<file path="config.mk">
export PLATFORM = sky130hd
export DESIGN_NAME = proc_bus_slave
export DESIGN_NICKNAME = d
export VERILOG_FILES = /design/src/rtl/psb_pkg.sv /design/src/rtl/psb_bus_fsm.sv /design/src/rtl/psb_regfile.sv /design/src/rtl/psb_irq.sv /design/src/rtl/proc_bus_slave.sv
export SDC_FILE = /design/constraint.sdc
export NUM_CORES = 1
export LEC_CHECK = 0
export ABC_AREA = 1
export BUFFER_PORTS_ARGS = -buffer_cell sky130_fd_sc_hd__buf_2
export CAP_MARGIN = 20
export CORE_UTILIZATION = 50
export DETAILED_ROUTE_END_ITERATION = 10
export GPL_ROUTABILITY_DRIVEN = 0
export PLACE_DENSITY = 0.72
export SYNTH_ARGS = -nofsm -noshare
export SYNTH_HDL_FRONTEND = slang
export SYNTH_SLANG_ARGS = --single-unit
</file>
<file path="constraint.sdc">
create_clock -name clk -period 1.39 [get_ports clk]
set_clock_uncertainty 0.15 [all_clocks]
set_input_delay 0.2085 -clock clk [delete_from_list [all_inputs] [get_ports clk]]
set_output_delay 0.2085 -clock clk [all_outputs]
set_load 0.03 [all_outputs]
</file>
<file path="src/rtl/psb_pkg.sv">
package psb_pkg;
   typedef enum logic {
      XFER_WRITE = 1'b0,
      XFER_READ  = 1'b1
   } xfer_dir_e;

   localparam int STAT_IRQ_BIT = 0;
endpackage

</file>
<file path="src/rtl/psb_bus_fsm.sv">
module psb_bus_fsm
   import psb_pkg::*;
#(
   parameter int AW = 5,
   parameter int DW = 8
) (
   input  logic          clk,
   input  logic          rst_n,
   input  logic [AW-1:0] addr,
   input  logic          rw,
   input  logic          cs_n,
   input  logic          cs,
   input  logic          ts_n,
   input  logic [DW-1:0] rd_val,
   output logic [DW-1:0] rdata,
   output logic          data_oe,
   output logic          ta_n,
   output logic          bi_n,
   output logic          wr_en,
   output logic [AW-1:0] wr_addr
);
   logic      sel;
   logic      start;
   xfer_dir_e dir;
   logic      ack_q;
   logic      inh_q;
   logic      oe_q;
   logic      wr_q;

   assign sel   = !cs_n && cs;
   assign start = !ts_n && sel;
   assign dir   = xfer_dir_e'(rw);

   always_ff @(posedge clk or negedge rst_n) begin
      if (!rst_n) begin
         ack_q   <= 1'b0;
         inh_q   <= 1'b0;
         oe_q    <= 1'b0;
         wr_q    <= 1'b0;
         wr_addr <= '0;
         rdata   <= '0;
      end else begin
         ack_q <= start;
         inh_q <= start;
         oe_q  <= start && (dir == XFER_READ);
         wr_q  <= start && (dir == XFER_WRITE);
         if (start) wr_addr <= addr;
         if (start && (dir == XFER_READ)) rdata <= rd_val;
      end
   end

   assign ta_n    = !ack_q;
   assign bi_n    = !inh_q;
   assign data_oe = oe_q;
   assign wr_en   = wr_q;

   p_ack_after_start_r2: assert property (@(posedge clk) disable iff (!rst_n)
      (!ts_n && !cs_n && cs) |=> !ta_n);
   p_no_ack_unselected_r1: assert property (@(posedge clk) disable iff (!rst_n)
      (!ts_n && !(!cs_n && cs)) |=> (ta_n && bi_n && !data_oe));
   p_bi_with_ta_r3: assert property (@(posedge clk) disable iff (!rst_n)
      (ta_n == bi_n));
   p_oe_only_in_ack_r5: assert property (@(posedge clk) disable iff (!rst_n)
      data_oe |-> !ta_n);
   p_wr_only_in_ack_r4: assert property (@(posedge clk) disable iff (!rst_n)
      wr_en |-> (!ta_n && !data_oe));
endmodule

</file>
<file path="src/rtl/psb_regfile.sv">
module psb_regfile #(
   parameter int AW    = 5,
   parameter int DW    = 8,
   parameter int DEPTH = 8
) (
   input  logic          clk,
   input  logic          rst_n,
   input  logic          we,
   input  logic [AW-1:0] waddr,
   input  logic [DW-1:0] wdata,
   input  logic [AW-1:0] raddr,
   input  logic          irq_bit,
   output logic [DW-1:0] rdata
);
   localparam logic [AW-1:0] STATUS_ADDR = {AW{1'b1}};

   logic [DW-1:0] mem [DEPTH];

   for (genvar i = 0; i < DEPTH; i++) begin : g_reg
      always_ff @(posedge clk or negedge rst_n) begin
         if (!rst_n)                           mem[i] <= '0;
         else if (we && (waddr == AW'(i)))      mem[i] <= wdata;
      end
   end

   always_comb begin
      rdata = '0;
      if (raddr == STATUS_ADDR) begin
         rdata[psb_pkg::STAT_IRQ_BIT] = irq_bit;
      end else begin
         for (int j = 0; j < DEPTH; j++) begin
            if (raddr == AW'(j)) rdata = mem[j];
         end
      end
   end

   p_status_upper_zero_r8: assert property (@(posedge clk) disable iff (!rst_n)
      (raddr == STATUS_ADDR) |-> (rdata >> 1) == '0);
endmodule

</file>
<file path="src/rtl/psb_irq.sv">
module psb_irq #(
   parameter bit IRQ_REG = 1'b1
) (
   input  logic clk,
   input  logic rst_n,
   input  logic req,
   output logic irq_n,
   output logic stat
);
   if (IRQ_REG) begin : g_reg
      logic req_q;
      always_ff @(posedge clk or negedge rst_n) begin
         if (!rst_n) req_q <= 1'b0;
         else        req_q <= req;
      end
      assign stat  = req_q;
      assign irq_n = !req_q;

      p_irq_set_r7: assert property (@(posedge clk) disable iff (!rst_n)
         req |=> !irq_n);
      p_irq_clear_r7: assert property (@(posedge clk) disable iff (!rst_n)
         !req |=> irq_n);
   end else begin : g_comb
      assign stat  = req;
      assign irq_n = !req;
   end
endmodule

</file>
<file path="src/rtl/proc_bus_slave.sv">
module proc_bus_slave #(
   parameter int AW      = 5,
   parameter int DW      = 8,
   parameter int DEPTH   = 8,
   parameter bit IRQ_REG = 1'b1
) (
   input  logic          clk,
   input  logic          rst_n,
   input  logic [AW-1:0] addr,
   input  logic          rw,
   input  logic          cs_n,
   input  logic          cs,
   input  logic          ts_n,
   input  logic [DW-1:0] dat_in,
   output logic [DW-1:0] dat_out,
   output logic          dat_oe,
   output logic          ta_n,
   output logic          bi_n,
   input  logic          usr_irq,
   output logic          irq_n
);
   if (AW < 2)              begin : g_bad_aw    $error("AW must be at least 2");       end
   if (DW < 1)              begin : g_bad_dw    $error("DW must be at least 1");       end
   if (DEPTH < 1)           begin : g_bad_depth $error("DEPTH must be at least 1");    end
   if (DEPTH >= (1 << AW))  begin : g_bad_map   $error("DEPTH overlaps status slot");  end

   logic [DW-1:0] rd_val;
   logic          wr_en;
   logic [AW-1:0] wr_addr;
   logic          irq_stat;

   psb_bus_fsm #(.AW(AW), .DW(DW)) u_fsm (
      .clk     (clk),
      .rst_n   (rst_n),
      .addr    (addr),
      .rw      (rw),
      .cs_n    (cs_n),
      .cs      (cs),
      .ts_n    (ts_n),
      .rd_val  (rd_val),
      .rdata   (dat_out),
      .data_oe (dat_oe),
      .ta_n    (ta_n),
      .bi_n    (bi_n),
      .wr_en   (wr_en),
      .wr_addr (wr_addr)
   );

   psb_regfile #(.AW(AW), .DW(DW), .DEPTH(DEPTH)) u_regs (
      .clk     (clk),
      .rst_n   (rst_n),
      .we      (wr_en),
      .waddr   (wr_addr),
      .wdata   (dat_in),
      .raddr   (addr),
      .irq_bit (irq_stat),
      .rdata   (rd_val)
   );

   psb_irq #(.IRQ_REG(IRQ_REG)) u_irq (
      .clk   (clk),
      .rst_n (rst_n),
      .req   (usr_irq),
      .irq_n (irq_n),
      .stat  (irq_stat)
   );

   p_reset_idle_r6: assert property (@(posedge clk) disable iff (!rst_n)
      $rose(rst_n) |-> (ta_n && bi_n && !dat_oe));
endmodule

</file>
==> results.md, run 1 <==
* Final Setup Violations at 64
* Largest net degree at the start of global routing at 82
* Overall power at 0.00617 W
* DR vias at 3163
* CTS Sinks at 81
* Crit start category: flop
* Flops & latches, synth at 81
* Total of max-cap violations at 0
* CP Max Fanout at 8
* # port buffers at 31
* Crit path from: u_fsm.wr_addr[2]$_DFFE_PN0P_
* H-tree Lvls at 3
* Leakage at 2.31 nW
* Post-synthesis net count at 450
* Vias in the first global route at 3139
* Initial Utilization at 52.2%
* Die H at 86.5 um
* Setup TNS at -5420 ps
* Outcome: finished, violations left
* Seq pwr share at 52.9%
* Hold_sp: ts_n
* Post-synth top flop: dfrtp_1
* Via-to-Cell Ratio at 5.25
* Slowest CP cell: dfrtp_1
* Critical R2R Capture: u_regs.mem[44]$_DFFE_PN0P_
* Final instance area at 4690 sq um
* Area Growth Syn to Fin at 31.6%
* Drt wl/cell at 14.8 um
* Final Max Slew Viols at 0
* CTS max path bufs at 2
* Boundary Pins at 32
* DRC at 0
* CP endpoint kind: flop
* Worst Hold Depth at 3
* Hold Crit Class: input pin to flop
* Arr. time, crit path at 1590 ps
* Commonest cells in the netlist: nand2_1, dfrtp_1, o21ai_0, inv_1, nor2_1
* Seq. cell area at 2030 sq um
* Global route overflow at 0
* TritonCTS Buffers at 9
* Slew @ Worst Pin at 441 ps
* R2r setup slk at -130 ps
* FILL cells at 532
* Drt total wl at 8930 um
* Clock power share at 28.8%
* Hold_ws at 42.6 ps
* Hold endpoint: u_fsm.ack_q$_DFF_PN0_
* Switching pwr at 0.00195 W
* EDFF count, synth at 0
* Yosys warnings at 0
* Core area at 6830 sq um
* Share of cells above drive strength 1 at 29.2%
* Pre-CTS setup slack at -173 ps
* Remaining antenna violation count after routing at 0
* Multi-input gate area at 1580 sq um
* Synth area leaders: dfrtp_1, nand2_1, o21ai_0, inv_1, nor2_1
* Peak supply drop at 0.000647 V
* Top-count cell post-synth: nand2_1
* Total iterations of the first detailed-routing run at 4
* Final hold violation count at 0
* Worst path top cell family by delay: flip-flops
* CTS tree: built
* Post-synth top area share at 56.8%
* Clk Latency, worst-skew pair at 350 ps
* Die Wd at 86.5 um
* Placed cell area at 4040 sq um
* PD cells at 1310 nW/um^2
* Int Power at 0.00422 W
* Comb power frac at 18.3%
* Clk slew on worst S/H paths at 90 ps
* CP cell instances: nor3_4, buf_6, nand3_4, buf_12, nand2_1, o21ai_1
* Failing checks: negative setup slack
* RSZ-0062 raised after global routing: true
* Antenna violations before repair at 0
* Synth cell types at 22
* Critical path buffers and inverters at 2
* Slowest stage delay, CP at 420 ps
* GR Util All Layers at 24.4%
* Nets at 521
* Crit path time final at 1520 ps
* Reg2reg path depth at 6
* Die area at 7480 sq um
* HPWL Detailed at 5720 um
* Asr flop ratio synth at 100%
* Seq/Total Area, Yosys at 56.8%
* First-pass GRT wire length at 14000 um
* Netlist area before placement at 3570 sq um
* Synthesized instance count at 430
* Avg Cell Area, Syn at 8.30 sq um
* Initial DRC Count at 174
* Final period util at 109%
* Slew margin rel. at 70.6%
* CP Data Required Time at 1470 ps
* RR Startpoint: u_fsm.wr_addr[2]$_DFFE_PN0P_
* Std-Cell Rows at 30
* Cell taking the most area after synthesis: dfrtp_1
* Switching share of power at 31.6%
* Fmax at 660 MHz
* CTS root buf: clkbuf_8
* Critical path class: flop to flop
* Inserted Diodes at 0
* Worst Setup Slack, final at -125 ps
[worst reg2reg max path, cell delays in order (launching register included)]
cell     delay (ps)
dfrtp_1         420
nor3_4          250
buf_6           170
nand3_4         100
buf_12          180
nand2_1          50
o21ai_1          70
[worst max-delay path by stage]
stage / endpoint / slack (ps) / cells past startpoint
after floorplan: u_regs.mem[6]$_DFFE_PN0P_ / -60 / 5
after global placement: u_fsm.rdata[0]$_DFFE_PN0P_ / -150 / 9
after detailed placement: u_fsm.rdata[0]$_DFFE_PN0P_ / -170 / 9
after CTS: u_regs.mem[26]$_DFFE_PN0P_ / -70 / 5
after global routing: u_regs.mem[14]$_DFFE_PN0P_ / -220 / 5
final: u_regs.mem[44]$_DFFE_PN0P_ / -130 / 6
[through the flow]
| stage | util, % | instances |
|---|---|---|
| after global placement | 59.1 | 575 |
| after global routing | 68.7 | 602 |
| after floorplan | - | 430 |
| final | 68.7 | 602 |
| after detailed placement | 59.1 | 575 |
| after CTS | 63.3 | 595 |
[layout make-up]
class	instances	area share [%]
inverter	37	2.96
tap	96	2.56
clock buffer	9	2.64
multi-input combinational	301	33.6
sequential	81	43.2
timing repair buffer	71	13.3
clock inverter	7	1.68
[cell families after synthesis]
logic type / after synthesis / synth area share [%]
AO/OA/AOI/OAI: 77 / 10.8
flip-flops: 81 / 56.8
AND/OR/NAND/NOR: 224 / 27.0
buffers and inverters: 48 / 5.33
[what timing repair did]
action,CTS,global route
resized for setup,44,92
endpoints found under the setup margin,64,71
gates cloned,0,4
hold buffers,4,0
endpoints found under the hold margin,84,0
buffers inserted,0,3
pin swaps,5,3
[flip-flops by register name, summed over array words and instances (netlist names)]
name / count
u_fsm.ack_q: 1
u_fsm.rdata: 8
u_fsm.wr_addr: 5
u_fsm.wr_en: 1
u_fsm.data_oe: 1
u_irq.stat: 1
u_regs.mem: 64
[power groups by stage]
stage / sequential [W] / clock [W] / combinational, W
2_1_floorplan: 0.00322 / 0 / 0.000514
3_5_place_dp: 0.00321 / 0 / 0.000896
6_report: 0.00326 / 0.00178 / 0.00113
3_3_place_gp: 0.00320 / 0 / 0.000851
5_1_grt: 0.00331 / 0.00190 / 0.00128
4_1_cts: 0.00318 / 0.00180 / 0.000936
[layer usage]
metal	share of wire [%]	vias to the layer above	global-route usage, %
met4	1.8	0	10.6
met3	3.7	16	4.67
li1	-	1526	-
met5	0	-	0
met1	43	1553	29.7
met2	52	68	42.2
[cell usage in the layout, fill, tap and decap left out, types with 2 or more instances in the layout]
master | Yosys | layout
inv_6 | 0 | 2
buf_6 | 0 | 6
buf_4 | 1 | 21
dfrtp_1 | 81 | 80
nor2_2 | 1 | 2
buf_8 | 0 | 3
nand3_1 | 12 | 8
clkbuf_4 | 0 | 2
clkbuf_8 | 0 | 9
o21ai_1 | 0 | 42
a21oi_1 | 6 | 6
nand4_1 | 13 | 13
buf_2 | 5 | 28
buf_12 | 0 | 3
inv_2 | 3 | 5
clkbuf_16 | 0 | 4
nor2_4 | 4 | 4
o21ai_2 | 0 | 11
nor2_1 | 29 | 28
inv_1 | 34 | 32
o21ai_0 | 71 | 18
nand2_4 | 1 | 10
nand2_1 | 157 | 124
dlygate4sd3_1 | 0 | 4
clkinvlp_4 | 0 | 3
nand3_4 | 0 | 4
nand2_2 | 1 | 25
(Power assumes the default switching activity.)
==> run 2, diff against run 1 <==
--- a/config.mk
+++ b/config.mk
@@ -11,7 +11,7 @@
 export CORE_UTILIZATION = 50
 export DETAILED_ROUTE_END_ITERATION = 10
 export GPL_ROUTABILITY_DRIVEN = 0
-export PLACE_DENSITY = 0.72
+export PLACE_DENSITY = 0.69
 export SYNTH_ARGS = -nofsm -noshare
 export SYNTH_HDL_FRONTEND = slang
 export SYNTH_SLANG_ARGS = --single-unit
==> constraint.sdc (replaced) <==
create_clock -name clk -period 1.7 [get_ports clk]
set_clock_uncertainty 0.15 [all_clocks]
set_input_delay 0.255 -clock clk [delete_from_list [all_inputs] [get_ports clk]]
set_output_delay 0.255 -clock clk [all_outputs]
set_load 0.03 [all_outputs]
==> run 2 against run 1 <==
  * The run now ends clean
  * First-iteration DRC count down 3.4%
  * Clock power down 11%
  * Sequential share of layout area up 4.8 points
  * Cell area down 10%
  * Clock-buffer cell count up 1
  * Global-route usage down 0.12 points
  * Critical endpoint is now u_regs.mem[15]$_DFFE_PN0P_
  * Highest routed layer unchanged
==> results.md, run 2 (synthesis gave the netlist of run 1 again) <==
* Boundary Pins at 32 (unchanged)
* Clk Latency, worst-skew pair at 350 ps (about the same)
* Hold Crit Class: input pin to flop
* Drt total wl at 7990 um (-11%)
* Regs by FF count: u_regs.mem (64), u_fsm.rdata (8), u_fsm.wr_addr (5)
* Inserted Diodes at 0 (unchanged)
* Clk slew on worst S/H paths at 90 ps (about the same)
* Cell depth of the worst setup path at 4 (-2)
* DR vias at 3018 (-4.6%)
* Crit start category: flop
* Die area at 7480 sq um (unchanged)
* Slew margin rel. at 71.1% (+0.46 points)
* Antenna violations before repair at 0 (unchanged)
* Setup TNS at 0 ps (+5420 ps)
* Vias in the first global route at 2859 (-8.9%)
* CP endpoint kind: flop
* Final Max Slew Viols at 0 (unchanged)
* CTS tree: built
* Share of cells above drive strength 1 at 16.5% (-13 points)
* Final period util at 89.2% (-20 points)
* Max reg flops at 64 (unchanged)
* CP Max Fanout at 16 (+8)
* Drt wl/cell at 13.6 um (-8.1%)
* Std-Cell Rows at 30 (unchanged)
* Initial Utilization at 52.2% (unchanged)
* CTS Sinks at 81 (unchanged)
* Slew @ Worst Pin at 434 ps (-6.88 ps)
* Arr. time, crit path at 1620 ps (+30 ps)
* Reg2reg path depth at 4 (-2)
* Global route overflow at 0 (unchanged)
* Die Wd at 86.5 um (unchanged)
* TritonCTS Buffers at 9 (unchanged)
* Total iterations of the first detailed-routing run at 5 (+1)
* DRC at 0 (unchanged)
* CP Data Required Time at 1810 ps (+340 ps)
* Post-CTS Setup Inserts at 0 (unchanged)
* CTS root buf: clkbuf_8
* Pre-CTS setup slack at 119 ps (+292 ps)
* Total of max-cap violations at 0 (unchanged)
* H-tree Lvls at 3 (unchanged)
* Core area at 6830 sq um (unchanged)
* Die H at 86.5 um (unchanged)
* Initial DRC Count at 168 (-3.4%)
* Most common cell after layout, fill and taps aside: nand2_1
* Worst path top cell family by delay: simple AND/OR/NAND/NOR gates
* Reg with most FFs: u_regs.mem
* PD cells at 1160 nW/um^2 (-12%)
* Critical path buffers and inverters at 1 (-1)
* Outcome: finished clean
* Placed cell area at 3960 sq um (-1.8%)
* CTS max path bufs at 2 (unchanged)
* Final hold violation count at 0 (unchanged)
* Worst Setup Slack, final at 184 ps (+309 ps)
* First-pass GRT wire length at 13600 um (-2.9%)
* RSZ-0062 raised after global routing: false
* Leakage at 2.19 nW (-5.4%)
* # port buffers at 31 (unchanged)
* HPWL Detailed at 5800 um (+1.5%)
* Final Setup Violations at 0 (-100%)
* Worst Hold Depth at 3 (unchanged)
* Remaining antenna violation count after routing at 0 (unchanged)
* Critical path class: flop to flop
* Fmax at 660 MHz (about the same)
* Crit path time final at 1520 ps (+0.964 ps)
* Slowest stage delay, CP at 420 ps (about the same)
* Largest net degree at the start of global routing at 34 (-59%)
* Most frequent cells in the layout: nand2_1, dfrtp_1, o21ai_0
* Final instance area at 4220 sq um (-10%)
* Via-to-Cell Ratio at 5.15 (-2.0%)
* Fin util at 61.8% (-6.9 points)
* Peak supply drop at 0.000510 V (-21%)
* Slowest CP cell: dfrtp_1
* Area Growth Syn to Fin at 18.3%
* GR Util All Layers at 24.2% (-0.12 points)
* CP cell instances: nor4_4, nand2_1, buf_4, o21ai_0
* Nets at 505 (-3.1%)
## run 2: changes by cell type in the layout (fill, tap and decap cells not counted), moves of 4 or more
cell / delta
buf_6: -6
clkbuf_16: -4
nand2_1: +33
nand2_2: -24
nand2_4: -9
nand3_1: +4
nand3_4: -4
o21ai_0: +53
o21ai_1: -42
o21ai_2: -11
## run 2: metrics by stage
step           total power [W]  hold WS, ps  std cells
2_1_floorplan          0.00305         -191        430
3_3_place_gp           0.00331         73.5        567
3_5_place_dp           0.00335         75.9        567
4_1_cts                0.00492         25.6        586
5_1_grt                0.00517         71.1        586
6_report               0.00490         33.4        586
## run 2: routing by layer
layer	share of wire (%)	vias to the layer above	global-route usage [%]
li1	-	1485	-
met1	45	1432	31.0
met2	49	83	40.5
met3	3.4	18	3.71
met4	2.6	0	11.7
met5	0	-	0
## run 2: final cells by class
cell class	count	area, sq um
Multi-Input combinational cell	301	1350
Tap cell	96	120
Clock inverter	6	87.6
Fill cell	629	2610
Clock buffer	10	138
Sequential cell	81	2030
Inverter	37	139
Timing Repair Buffer	55	358
## run 2: final timing paths
kind                                         startpoint                            to  slack (ps)
hold / removal                                  addr[1]  u_fsm.wr_addr[1]$_DFFE_PN0P_          30
hold reg to reg              u_fsm.rdata[7]$_DFFE_PN0P_    u_fsm.rdata[7]$_DFFE_PN0P_         330
setup reg to reg           u_fsm.wr_addr[3]$_DFFE_PN0P_    u_regs.mem[15]$_DFFE_PN0P_         180
min in group asynchronous                         rst_n    u_regs.mem[48]$_DFFE_PN0P_         240
max in group asynchronous                         rst_n    u_regs.mem[63]$_DFFE_PN0P_         580
setup / recovery           u_fsm.wr_addr[3]$_DFFE_PN0P_    u_regs.mem[15]$_DFFE_PN0P_         180
## run 2: timing repair
item | in CTS | in global routing
hold buffers | 3 | 0
resized for setup | 0 | 0
hold endpoints to repair | 32 | 0
## run 2: power breakdown
| part | switching (W) | total (W) | internal [W] | leakage, nW |
|---|---|---|---|---|
| clock | 0.000706 | 0.00158 | 0.000873 | 0.117 |
| sequential | 0.000259 | 0.00261 | 0.00235 | 0.833 |
| combinational | 0.000441 | 0.000715 | 0.000275 | 1.24 |
## run 2: tightest hold or removal path: stages
cell,delay [ps]
buf_2,130
nand2_1,60
o21ai_0,60
==> run 3, diff against run 2 <==
--- a/config.mk
+++ b/config.mk
@@ -5,7 +5,7 @@
 export SDC_FILE = /design/constraint.sdc
 export NUM_CORES = 1
 export LEC_CHECK = 0
-export ABC_AREA = 1
+export ABC_AREA = 0
 export BUFFER_PORTS_ARGS = -buffer_cell sky130_fd_sc_hd__buf_2
 export CAP_MARGIN = 20
 export CORE_UTILIZATION = 50
==> run 3 against run 2 <==
  * Cell area grew 11%
  * Sequential power is 10% lower
  * Synthesized cell count is 31% lower
  * Global-route usage is 0.91 points higher
  * Largest cell class unchanged
  * Sequential share of layout area decreased by 4.7 points
==> results.md, run 3 <==
* CP Data Required Time at 1800 ps (about the same)
* Arr. time, crit path at 1780 ps (+160 ps)
* Synth area leaders: dfrtp_1, mux2_2, mux2_1, mux2i_1, nand3_1
* Reg2reg path depth at 4 (unchanged)
* Largest net degree at the start of global routing at 67 (+97%)
* Fin util at 64.1% (+2.3 points)
* Seq/Total Area, Yosys at 53.4% (-3.5 points)
* Die area at 7950 sq um (+6.3%)
* Initial Utilization at 52.1% (-0.12 points)
* Fmax at 594 MHz (-10%)
* CP endpoint kind: flop
* Via-to-Cell Ratio at 5.78 (+12%)
* Leakage at 2.09 nW (-4.6%)
* PD cells at 956 nW/um^2 (-18%)
* Cell depth of the worst setup path at 4 (unchanged)
* Netlist area before placement at 3800 sq um (+6.5%)
* Nets at 382 (-24%)
* CTS Sinks at 81 (unchanged)
* Clock power share at 31.1% (-1.1 points)
* Most common cell after layout, fill and taps aside: dfrtp_1
* Max reg flops at 64 (unchanged)
* Cell taking the most area after synthesis: dfrtp_1
* Outcome: finished clean
* H-tree Lvls at 3 (unchanged)
* CP cell instances: and4bb_2, and3_4, buf_12, mux2_4
* DRC at 0 (unchanged)
* Peak supply drop at 0.000617 V (+21%)
* Synthesized instance count at 297 (-31%)
* Critical path buffers and inverters at 1 (unchanged)
* Die Wd at 89.2 um (+3.1%)
* Critical path class: flop to flop
* Comb power frac at 16.4% (+1.8 points)
* Seq pwr share at 52.5% (-0.7 points)
* Avg Cell Area, Syn at 12.8 sq um (+54%)
* Worst path top cell family by delay: simple AND/OR/NAND/NOR gates
* Hold_ws at 52.4 ps (+19.1 ps)
* Die H at 89.2 um (+3.1%)
* CTS max path bufs at 2 (unchanged)
* Flops & latches, synth at 81 (unchanged)
* Area Growth Syn to Fin at 23.0%
* Drt total wl at 9020 um (+13%)
* Switching share of power at 26.6% (-2.0 points)
* Initial DRC Count at 192 (+14%)
* Final Setup Violations at 0 (unchanged)
* Synth cell types at 43 (+95%)
* Crit start category: flop
* Fin cells at 466 (-20%)
* Hold Crit Class: input pin to flop
* Slew margin rel. at 75.2% (+4.1 points)
* Cells after DPL at 446 (-21%)
* Clk slew on worst S/H paths at 80 ps (about the same)
* TritonCTS Buffers at 9 (unchanged)
* Clk Latency, worst-skew pair at 360 ps (about the same)
* RSZ-0062 raised after global routing: true
* FILL cells at 597 (-5.1%)
* HPWL Detailed at 5980 um (+3.1%)
* CTS tree: built
* Switching pwr at 0.00119 W (-15%)
* Int Power at 0.00328 W (-6.3%)
* Final hold violation count at 0 (unchanged)
* Top-count cell post-synth: dfrtp_1
* Core area at 7290 sq um (+6.7%)
* Crit path time final at 1680 ps (+168 ps)
* Setup TNS at 0 ps (unchanged)
* CP Max Fanout at 8 (-8)
* Antenna violations before repair at 0 (unchanged)
* Most frequent cells in the layout: dfrtp_1, mux2_2, buf_2
* Final Max Slew Viols at 0 (unchanged)
* Post-synth top area share at 53.4% (-3.5 points)
* Post-synth top flop: dfrtp_1
* Std-Cell Rows at 31 (+3.3%)
* Boundary Pins at 32 (unchanged)
* Inserted Diodes at 0 (unchanged)
* First-pass GRT wire length at 14100 um (+3.4%)
* Total iterations of the first detailed-routing run at 4 (-1)
* Global route overflow at 0 (unchanged)
* Slowest stage delay, CP at 420 ps (about the same)
* Commonest cells in the netlist: dfrtp_1, mux2_2, nand2_1, nand3_1, mux2_1
* Asr flop ratio synth at 100% (unchanged)
* Reg with most FFs: u_regs.mem
* Final period util at 99.1% (+9.9 points)
* Total of max-cap violations at 0 (unchanged)
* Remaining antenna violation count after routing at 0 (unchanged)
* Slowest CP cell: dfrtp_1
* Worst Hold Depth at 3 (unchanged)
* Post-synthesis net count at 317 (-30%)
* Share of cells above drive strength 1 at 43.9% (+27 points)
* Yosys warnings at 0 (unchanged)
* Vias in the first global route at 2690 (-5.9%)
* Slew @ Worst Pin at 372 ps (-62.6 ps)
* Regs by FF count: u_regs.mem (64), u_fsm.rdata (8), u_fsm.wr_addr (5)
* CTS root buf: clkbuf_8
* Drt wl/cell at 19.4 um (+42%)
* EDFF count, synth at 0 (unchanged)
* DR vias at 2693 (-11%)
* GR Util All Layers at 25.1% (+0.91 points)
* # port buffers at 31 (unchanged)
==> run 3: metal layers <==
layer,vias to the layer above,share of wire [%],global-route usage (%)
li1,1225,-,-
met1,1363,45,33.0
met2,87,47,40.5
met3,18,5.7,5.54
met4,0,2.3,11.0
met5,-,0,0
==> run 3: final cells by class <==
cell class / count / area (sq um) / area share (%)
Clock inverter: 3 / 40.0 / 0.857
Multi-Input combinational cell: 196 / 1740 / 37.3
Tap cell: 99 / 124 / 2.65
Inverter: 6 / 22.5 / 0.482
Timing Repair Buffer: 68 / 568 / 12.2
Sequential cell: 81 / 2030 / 43.4
Clock buffer: 13 / 149 / 3.19
==> run 3: cell families (layout without fill, tap and decap cells) <==
logic type / after synthesis / count (layout) / share of synthesized area (%)
AOI/OAI and AO/OA: 52 / 52 / 9.75
buffers and inverters: 20 / 90 / 2.93
DFF: 81 / 81 / 53.4
muxes: 78 / 78 / 23.5
and+or+nand+nor: 66 / 66 / 10.5
==> run 3: stage by stage <==
step / instance area [sq um] / total power, W / setup WS, ps
CTS: 4620 / 0.00448 / -28.4
finish: 4670 / 0.00447 / 15.6
global placement: 4360 / 0.00304 / -29.3
floorplan: 3800 / 0.00278 / 10.6
detailed placement: 4360 / 0.00307 / -79.8
global route: 4670 / 0.00468 / -55.2
==> run 3: tightest hold or removal path: stages <==
cell and delay, ps:
buf_2 150, nand2_1 60, o21ai_0 60
==> run 3: path summary, 6_finish.rpt <==
kind | from | endpoint | slack [ps]
hold reg to reg | u_fsm.rdata[0]$_DFFE_PN0P_ | u_fsm.rdata[0]$_DFFE_PN0P_ | 340
setup reg to reg | u_fsm.wr_addr[4]$_DFFE_PN0P_ | u_regs.mem[3]$_DFFE_PN0P_ | 20
max in group asynchronous | rst_n | u_regs.mem[47]$_DFFE_PN0P_ | 670
min in group asynchronous | rst_n | u_regs.mem[27]$_DFFE_PN0P_ | 130
setup / recovery | u_fsm.wr_addr[4]$_DFFE_PN0P_ | u_regs.mem[3]$_DFFE_PN0P_ | 20
hold / removal | dat_in[3] | u_regs.mem[35]$_DFFE_PN0P_ | 50
==> run 3: what timing repair did <==
action / in CTS / in global routing
hold buffers: 3 / 0
pin swaps: 2 / 2
gates resized for setup: 9 / 12
buffers inserted: 1 / 0
endpoints found under the hold margin: 83 / 0
endpoints found under the setup margin: 10 / 40
==> run 3: power groups by stage <==
| stage | registers [W] | clock network (W) | logic (W) |
|---|---|---|---|
| after floorplan | 0.00237 | 0 | 0.000410 |
| after detailed placement | 0.00237 | 0 | 0.000697 |
| after CTS | 0.00233 | 0.00143 | 0.000722 |
| after global placement | 0.00236 | 0 | 0.000677 |
| final | 0.00234 | 0.00139 | 0.000732 |
| after global routing | 0.00237 | 0.00151 | 0.000798 |
